==> src/rtl/ic_pkg.sv <==
package ic_pkg;
    typedef enum logic [1:0] {
        CLS_NONE = 2'b00,
        CLS_MASK = 2'b01,
        CLS_SOFT = 2'b10,
        CLS_NMI  = 2'b11
    } cls_e;
endpackage

==> src/rtl/ic_pend.sv <==
module ic_pend #(
    parameter int N = 8
) (
    input  logic         clk,
    input  logic         rst_n,
    input  logic [N-1:0] set_i,
    input  logic [N-1:0] clr_i,
    output logic [N-1:0] pend_o
);
    logic [N-1:0] pend_d, pend_q;

    for (genvar g = 0; g < N; g++) begin : g_flag
        always_comb begin
            pend_d[g] = set_i[g] | (pend_q[g] & ~clr_i[g]);
        end
    end

    always_ff @(posedge clk or negedge rst_n) begin
        if (!rst_n) pend_q <= '0;
        else        pend_q <= pend_d;
    end

    assign pend_o = pend_q;
endmodule

==> src/rtl/ic_pick.sv <==
module ic_pick #(
    parameter int N  = 8,
    parameter int IW = 3
) (
    input  logic [N-1:0]  vec_i,
    output logic          found_o,
    output logic [IW-1:0] idx_o
);
    always_comb begin
        found_o = |vec_i;
        idx_o   = '0;
        for (int i = N - 1; i >= 0; i--) begin
            if (vec_i[i]) idx_o = IW'(i);
        end
    end
endmodule

==> src/rtl/ic_nest_ctrl.sv <==
module ic_nest_ctrl
    import ic_pkg::*;
#(
    parameter  int N  = 8,
    localparam int IW = (N > 1) ? $clog2(N) : 1
) (
    input  logic          clk,
    input  logic          rst_n,
    input  logic [N-1:0]  req_set_i,
    input  logic [N-1:0]  mask_i,
    input  logic [N-1:0]  prio_i,
    input  logic          nmi_set_i,
    input  logic          ie_i,
    input  logic          isp_i,
    input  logic [1:0]    svc_class_i,
    input  logic          retire_i,
    output logic          ack_o,
    output logic [IW-1:0] ack_id_o,
    output logic [1:0]    ack_cls_o
);
    typedef struct packed {
        logic          ack;
        logic [IW-1:0] id;
        cls_e          cls;
        logic          nmi;
        logic          hold;
        cls_e          cls_prev;
    } state_t;

    state_t d, q;

    logic [N-1:0]  pend, clr_vec, elig, hi_vec, lo_vec;
    logic          hi_f, lo_f;
    logic [IW-1:0] hi_idx, lo_idx;
    logic          nmi_ok, hi_ok, lo_ok, returning, blocked;
    cls_e          svc;

    assign svc    = cls_e'(svc_class_i);
    assign elig   = pend & ~mask_i;
    assign hi_vec = elig & ~prio_i;
    assign lo_vec = elig & prio_i;

    ic_pend #(.N(N)) u_pend (
        .clk    (clk),
        .rst_n  (rst_n),
        .set_i  (req_set_i),
        .clr_i  (clr_vec),
        .pend_o (pend)
    );

    ic_pick #(.N(N), .IW(IW)) u_pick_hi (
        .vec_i   (hi_vec),
        .found_o (hi_f),
        .idx_o   (hi_idx)
    );

    ic_pick #(.N(N), .IW(IW)) u_pick_lo (
        .vec_i   (lo_vec),
        .found_o (lo_f),
        .idx_o   (lo_idx)
    );

    // acceptance row selected by handler class and in-service flag
    always_comb begin
        unique case (svc)
            CLS_NONE: begin nmi_ok = 1'b1; hi_ok = ie_i; lo_ok = ie_i;          end
            CLS_MASK: begin nmi_ok = 1'b1; hi_ok = ie_i; lo_ok = ie_i & isp_i;  end
            CLS_SOFT: begin nmi_ok = 1'b1; hi_ok = ie_i; lo_ok = ie_i;          end
            default:  begin nmi_ok = 1'b0; hi_ok = 1'b0; lo_ok = 1'b0;          end
        endcase
    end

    assign returning = (q.cls_prev != CLS_NONE) && (svc == CLS_NONE);
    assign blocked   = q.ack | returning | (q.hold && (svc == CLS_NONE));

    always_comb begin
        d          = q;
        d.ack      = 1'b0;
        d.id       = '0;
        d.cls      = CLS_NONE;
        d.cls_prev = svc;
        clr_vec    = '0;

        if (returning) begin
            d.hold = 1'b1;
        end else if (q.hold && (svc == CLS_NONE) && retire_i) begin
            d.hold = 1'b0;
        end

        if (!blocked) begin
            if (nmi_ok && q.nmi) begin
                d.ack = 1'b1;
                d.cls = CLS_NMI;
                d.nmi = 1'b0;
            end else if (hi_ok && hi_f) begin
                d.ack   = 1'b1;
                d.id    = hi_idx;
                d.cls   = CLS_MASK;
                clr_vec = N'(1) << hi_idx;
            end else if (lo_ok && lo_f) begin
                d.ack   = 1'b1;
                d.id    = lo_idx;
                d.cls   = CLS_MASK;
                clr_vec = N'(1) << lo_idx;
            end
        end

        if (nmi_set_i) d.nmi = 1'b1;
    end

    always_ff @(posedge clk or negedge rst_n) begin
        if (!rst_n) begin
            q <= '{ack: 1'b0, id: '0, cls: CLS_NONE, nmi: 1'b0,
                   hold: 1'b0, cls_prev: CLS_NONE};
        end else begin
            q <= d;
        end
    end

    assign ack_o     = q.ack;
    assign ack_id_o  = q.id;
    assign ack_cls_o = q.cls;
endmodule

==> config.mk <==
export PLATFORM = sky130hd
export DESIGN_NAME = ic_nest_ctrl
export DESIGN_NICKNAME = d
export VERILOG_FILES = /design/src/rtl/ic_pkg.sv /design/src/rtl/ic_pend.sv /design/src/rtl/ic_pick.sv /design/src/rtl/ic_nest_ctrl.sv
export SDC_FILE = /design/constraint.sdc
export NUM_CORES = 1
export LEC_CHECK = 0
export BUFFER_PORTS_ARGS = -buffer_cell sky130_fd_sc_hd__clkbuf_2
export CORE_ASPECT_RATIO = 0.5
export CORE_MARGIN = 2
export CORE_UTILIZATION = 45
export CTS_BUF_LIST = sky130_fd_sc_hd__clkbuf_4 sky130_fd_sc_hd__clkbuf_8
export DETAILED_ROUTE_END_ITERATION = 10
export GPL_ROUTABILITY_DRIVEN = 0
export HOLD_SLACK_MARGIN = 0.03
export PLACE_DENSITY = 0.74
export SYNTH_ARGS = -nofsm -noshare
export SYNTH_HDL_FRONTEND = slang
export SYNTH_SLANG_ARGS = --single-unit
==> constraint.sdc <==
create_clock -name clk -period 2.2 [get_ports clk]
set_input_delay 0.33 -clock clk [delete_from_list [all_inputs] [get_ports clk]]
set_output_delay 0.33 -clock clk [all_outputs]
set_load 0.1 [all_outputs]
Yosys cells after proc, flatten, opt, wreduce, memory -nomap -nowiden. Cells that the tools add are included.

Bits in registers: 18. Bits of input ports: 32. Word-level logic and storage cells: 92.

Equal/unequal tests: 3. Shift operators: 2. Muxes and demuxes: 33. Bitwise logic cells: 32. Reduce and logical (&&, ||, !) cells: 15.

Operator list (number): 2-to-1 mux 3 bit (17); 2-to-1 mux 8 bit (4); bitwise AND 8 bit (3); inverter 8 bit (2); OR reduction 8 bit (2); left shift 1 x 3 -> 8 bit, first input constant (2); 2-to-1 mux 6 bit (2); OR 1 bit (10); bitwise AND 1 bit (9); inverter 1 bit (8); 2-to-1 mux 1 bit (7); 2-to-1 mux 7 bit (1); logical AND 1 bit (6); nonzero test 2 bit (3); OR reduction 3 bit (1); == test 2 x 1 -> 1 bit, second input constant (1); == test 2 bit, second input constant (1); logical NOT 2 bit (1); 2-to-1 mux 2 bit (1); != test 2 bit, second input constant (1); case mux 1 bit (2 select lines) (1); AND reduction 2 bit (1); OR reduction 2 bit (1).

Depth between registers and ports, before layout.
Depth after elaboration: 19. Mapped depth: 6.

By module. Synthesis repeated with hierarchy kept, for this count alone.

Cells, all modules: 150. Area total of the unflattened synthesis: 1327.5 um^2.

By module, submodules not included: ic_nest_ctrl (instances 1, cells each 100, area each 874.6 um^2, sequential area each 225.2 um^2); ic_pend (instances 1, cells each 24, area each 290.3 um^2, sequential area each 200.2 um^2); ic_pick (instances 2, cells each 13, area each 81.3 um^2, sequential area each 0.0 um^2).

Worst setup path after synthesis. Ideal clock, no wire load.

Path kind: register to register. Start point: reg u_pend.pend_q[3], in the netlist u_pend.pend_o[3]. End point: reg u_pend.pend_q[6], in the netlist u_pend.pend_o[6]. Setup time: 0.120 ns. Data arrival time: 1.949 ns. Required time: 2.080 ns. Setup slack: 0.131 ns. Cell stages (with the launch flop): 7. Period minus slack after synthesis: 2.069 ns. Path through: dfrtp_1 > nor3b_4 > or4_4 > buf_6 > nor2_8 > or4b_1 > a31o_1.

Word-level cells in the longest chain between the ends: 14. Elaborated cells between the ends (all ways): 24.

Ends and longest elaborated chain: from (decl) (line ic_pend.sv:10) `logic [N-1:0] pend_d, pend_q;`; from (signal assigned) (line ic_pend.sv:20) `else pend_q <= pend_d;`; bitwise AND 8 bit * (line ic_nest_ctrl.sv:39) `assign elig = pend & ~mask_i;`; bitwise AND 8 bit (line ic_nest_ctrl.sv:41) `assign lo_vec = elig & prio_i;`; 2-to-1 mux 3 bit (4 in a row) (line ic_pick.sv:13) `if (vec_i[i]) idx_o = IW'(i);`; left shift 1 x 3 -> 8 bit (line ic_nest_ctrl.sv:104) `clr_vec = N'(1) << lo_idx;`; 2-to-1 mux 8 bit (line ic_nest_ctrl.sv:100) `end else if (lo_ok && lo_f) begin`; 2-to-1 mux 8 bit * (line ic_nest_ctrl.sv:95) `end else if (hi_ok && hi_f) begin`; 2-to-1 mux 8 bit * (line ic_nest_ctrl.sv:91) `if (nmi_ok && q.nmi) begin`; 2-to-1 mux 8 bit * (line ic_nest_ctrl.sv:90) `if (!blocked) begin`; inverter 1 bit * (line ic_pend.sv:14) `pend_d[g] = set_i[g] | (pend_q[g] & ~clr_i[g]);`; bitwise AND 1 bit * (line ic_pend.sv:14); OR 1 bit * (line ic_pend.sv:14); named net u_pend.pend_d[6] (line ic_pend.sv:10).

Mark *: on every way through the listed nets, which the timed path passes. The rest lies on a longest branch. A chain may end at the register's enable or synchronous reset.

Worst setup path in the final report. Same ends and word-level chain as after synthesis.

==> impl_metrics.prom <==
# TYPE chip_impl_metric gauge
chip_impl_info{name="status",value="complete, no violations"} 1
chip_impl_info{name="timing.critical_path.to",value="u_pend.pend_o[6]"} 1
chip_impl_metric{name="finalInstanceArea",unit="sq mm"} 0.001538
chip_impl_metric{name="post_synth_net_total",unit=""} 169
chip_impl_metric{name="final_min_period_over_clock_period",unit="%"} 96.95
chip_impl_metric{name="finalMaxSlewViolations",unit=""} 0
chip_impl_metric{name="postSynthCellCount",unit=""} 137
chip_impl_metric{name="worst_ir_drop_vdd",unit="mV"} 0.4143
chip_impl_metric{name="synth.yosys.seq_area_share",unit="%"} 33.86
chip_impl_metric{name="min_period",unit="ns"} 2.133
chip_impl_metric{name="timing.slew.headroom",unit="%"} 56.76
chip_impl_metric{name="cap_viol_max_count",unit=""} 0
chip_impl_metric{name="design.portCount",unit=""} 38
chip_impl_metric{name="grt_max_degree",unit=""} 18
chip_impl_info{name="synthFlopType",value="dfrtp_1"} 1
chip_impl_info{name="tritoncts",value="built"} 1
chip_impl_metric{name="worstMarginPinSlew",unit="ns"} 0.6418
chip_impl_info{name="startpoint_of_the_lowest_slack_register_to_register_path",value="u_pend.pend_o[3]"} 1
chip_impl_info{name="cts-root-buf",value="clkbuf_8"} 1
chip_impl_metric{name="synth-seq-cells",unit=""} 17
chip_impl_metric{name="synth_area",unit="sq mm"} 0.001256
chip_impl_metric{name="r2r.worst_path.cells",unit=""} 5
chip_impl_metric{name="antenna_cells",unit=""} 0
chip_impl_metric{name="power.share.sequential",unit="%"} 36.9
chip_impl_metric{name="dr.pass1.iters",unit=""} 4
chip_impl_metric{name="grt_pass1_vias",unit=""} 1081
chip_impl_metric{name="fin_skew",unit="ns"} 0.001976
chip_impl_metric{name="core.rowCount",unit=""} 13
chip_impl_metric{name="share_clk_of_total_power",unit="%"} 26.1
chip_impl_metric{name="dpl.hpwl",unit="um"} 2457
chip_impl_metric{name="path_clk_slew",unit="ns"} 0.07
chip_impl_metric{name="drive_above_1_share",unit="%"} 33.90
chip_impl_metric{name="core_area",unit="sq mm"} 0.002619
chip_impl_metric{name="leakage",unit="nW"} 0.6574
chip_impl_metric{name="share_of_the_synthesized_area_in_the_top_cell_type",unit="%"} 33.86
chip_impl_metric{name="grt_pass1_wl",unit="um"} 4988
chip_impl_metric{name="htreeDepth",unit=""} 1
chip_impl_metric{name="postSynth.asyncResetShare",unit="%"} 100.0
chip_impl_metric{name="post_dp_cell_area",unit="sq mm"} 0.001461
chip_impl_metric{name="cts_sinks",unit=""} 17
chip_impl_metric{name="report.final.hold_viol_count",unit=""} 0
chip_impl_metric{name="num_cts_buffers",unit=""} 3
chip_impl_metric{name="die_height",unit="um"} 41.36
chip_impl_metric{name="portBuffers",unit=""} 37
chip_impl_metric{name="syn_avg_cell_area",unit="sq um"} 9.169
chip_impl_info{name="startpoint",value="u_pend.pend_o[3]"} 1
chip_impl_metric{name="cp_data_required_time",unit="ns"} 2.35
chip_impl_metric{name="timing.critical_path.arrival",unit="ns"} 2.28
chip_impl_metric{name="library_cells_used_by_synthesis",unit=""} 45
chip_impl_metric{name="power_switching",unit="mW"} 0.3671
chip_impl_info{name="yosysMostFrequentCell",value="dfrtp_1"} 1
chip_impl_info{name="post_synth_main_area_contributors",value="dfrtp_1 34%, nand3b_1 4.8%, nor2_1 3.3%, nand3_1 3.2%, o21ai_0 3.2%"} 1
chip_impl_metric{name="grt_usage",unit="%"} 21.08
chip_impl_metric{name="ff2ff_setup_slack",unit="ns"} 0.07
chip_impl_metric{name="drt.antenna.violating_nets",unit=""} 0
chip_impl_metric{name="finalCoreUtilization",unit="%"} 58.72
chip_impl_metric{name="die-area",unit="sq mm"} 0.003256
chip_impl_metric{name="total_power",unit="mW"} 0.9270
chip_impl_metric{name="p_int",unit="mW"} 0.5600
chip_impl_info{name="worst-setup-path-type",value="reg2reg"} 1
chip_impl_info{name="r2r_end",value="u_pend.pend_o[6]"} 1
chip_impl_metric{name="swShare",unit="%"} 39.60
chip_impl_info{name="worst_min_delay_path_class",value="in2reg"} 1
chip_impl_metric{name="gr-total-overflow",unit=""} 0
chip_impl_info{name="post-synth-top-area-cell",value="dfrtp_1"} 1
chip_impl_metric{name="synthToLayoutAreaGrowth",unit="%"} 22.41
chip_impl_metric{name="totalNegativeSetupSlack",unit="ns"} 0
chip_impl_metric{name="combPwrFrac",unit="%"} 36.9
chip_impl_info{name="critical_path.endpoint_type",value="flop"} 1
chip_impl_metric{name="whs",unit="ns"} 0.2399
chip_impl_info{name="synthTopCellsByCount",value="17 x dfrtp_1, 11 x nor2_1"} 1
chip_impl_info{name="worst_hold_startpoint",value="svc_class_i[0]"} 1
chip_impl_metric{name="routed-via-count",unit=""} 1224
chip_impl_metric{name="drc",unit=""} 0
chip_impl_metric{name="ys.warnings.count",unit=""} 0
chip_impl_metric{name="drt-wirelength-per-cell",unit="um"} 14.22
chip_impl_metric{name="clk-insertion-delay-late",unit="ns"} 0.25
chip_impl_info{name="setup.worst_path.start_class",value="flop"} 1
chip_impl_metric{name="drt_first_iter_violations",unit=""} 143
chip_impl_metric{name="postRouteWirelength",unit="um"} 3043
chip_impl_metric{name="ctsLongestPathBuffers",unit=""} 2
chip_impl_metric{name="vias_per_cell",unit=""} 5.720
chip_impl_metric{name="initial_core_util",unit="%"} 47.97
chip_impl_metric{name="final_net_count",unit=""} 210
chip_impl_metric{name="powerDensity",unit="mW/mm^2"} 602.9
chip_impl_metric{name="die_width",unit="um"} 78.72
chip_impl_metric{name="antenna_violations_before_repair",unit=""} 0
chip_impl_metric{name="synth-edff-count",unit=""} 0
chip_impl_metric{name="clock.fmax",unit="MHz"} 468.9
chip_impl_metric{name="setup_viol",unit=""} 0
chip_impl_metric{name="crit_fanout",unit=""} 6
registers in the layout, indices dropped and copies added (netlist names):
| name | flops |
|---|---|
| ack_o | 1 |
| q | 4 |
| ack_cls_o | 1 |
| ack_id_o | 3 |
| u_pend.pend_o | 8 |
cell usage in the layout, fill, tap and decap left out, types with 3 or more instances in the layout:
master     n
a21o_1     3
clkbuf_8   3
nor3b_1    5
a21oi_1    3
o21ai_0    8
nor2_1    11
nand3_1    8
nand3b_1   8
nand2b_1   3
dfrtp_1   17
inv_1      5
a31o_1     3
buf_4      4
nand4_1    4
clkbuf_2  37
nand2_1    8
o211ai_1   3
nor3_1     3
or3b_2     4
worst min-delay path by stage:
stage,endpoint,slack (ns),cells past startpoint
finish,q[0],0.24,1
global placement,u_pend.pend_o[5],0.29,1
floorplan,ack_cls_o[1],0.03,0
CTS,q[0],0.24,1
global route,q[0],0.23,1
detailed placement,u_pend.pend_o[6],0.29,1
critical path: stages (launching register included):
cell and delay (ns):
dfrtp_1 0.40, nor3b_4 0.17, or4_4 0.62, nor2_8 0.15, or4b_1 0.46, a31o_1 0.23
cells by family after synthesis:
family                 Yosys count  synth area share, %
AOI/OAI and AO/OA               36                20.72
buffers and inverters           11                5.379
DFF                             17                33.86
and+or+nand+nor                 73                40.04
power groups by stage:
stage / registers (mW) / clock network (mW) / logic (mW)
floorplan: 0.377 / 0 / 0.226
global placement: 0.347 / 0 / 0.329
detailed placement: 0.348 / 0 / 0.331
CTS: 0.342 / 0.246 / 0.334
global route: 0.345 / 0.257 / 0.371
finish: 0.342 / 0.242 / 0.342
timing repair:
item | 4_1_cts | 5_1_grt
hold buffers | 1 | 0
endpoints found under the hold margin | 17 | 0
endpoints found under the setup margin | 0 | 4
gates resized for setup | 0 | 2
setup buffers | 0 | 1
through the flow:
step	setup WS, ns	instances
after floorplan	0.1309	137
after global placement	0.08446	208
after detailed placement	0.06311	208
after CTS	0.04904	213
after global routing	-0.01059	214
final	0.06718	214
final cells by class:
class | count | area [sq um]
Fill cell | 254 | 1081
Multi-Input combinational cell | 109 | 775.7
Sequential cell | 17 | 425.4
Timing Repair Buffer | 42 | 225.2
Tap cell | 37 | 46.29
Clock buffer | 3 | 41.29
Inverter | 5 | 18.77
Clock inverter | 1 | 5.005
routing by layer:
metal	global-route usage [%]	wire length, um	share of wire (%)
met4	3.947	19	0.62
met5	0	0	0
met2	34.83	1247	41
met1	29.88	1554	51
met3	4.095	222	7.3
(Power assumes the default switching activity.)
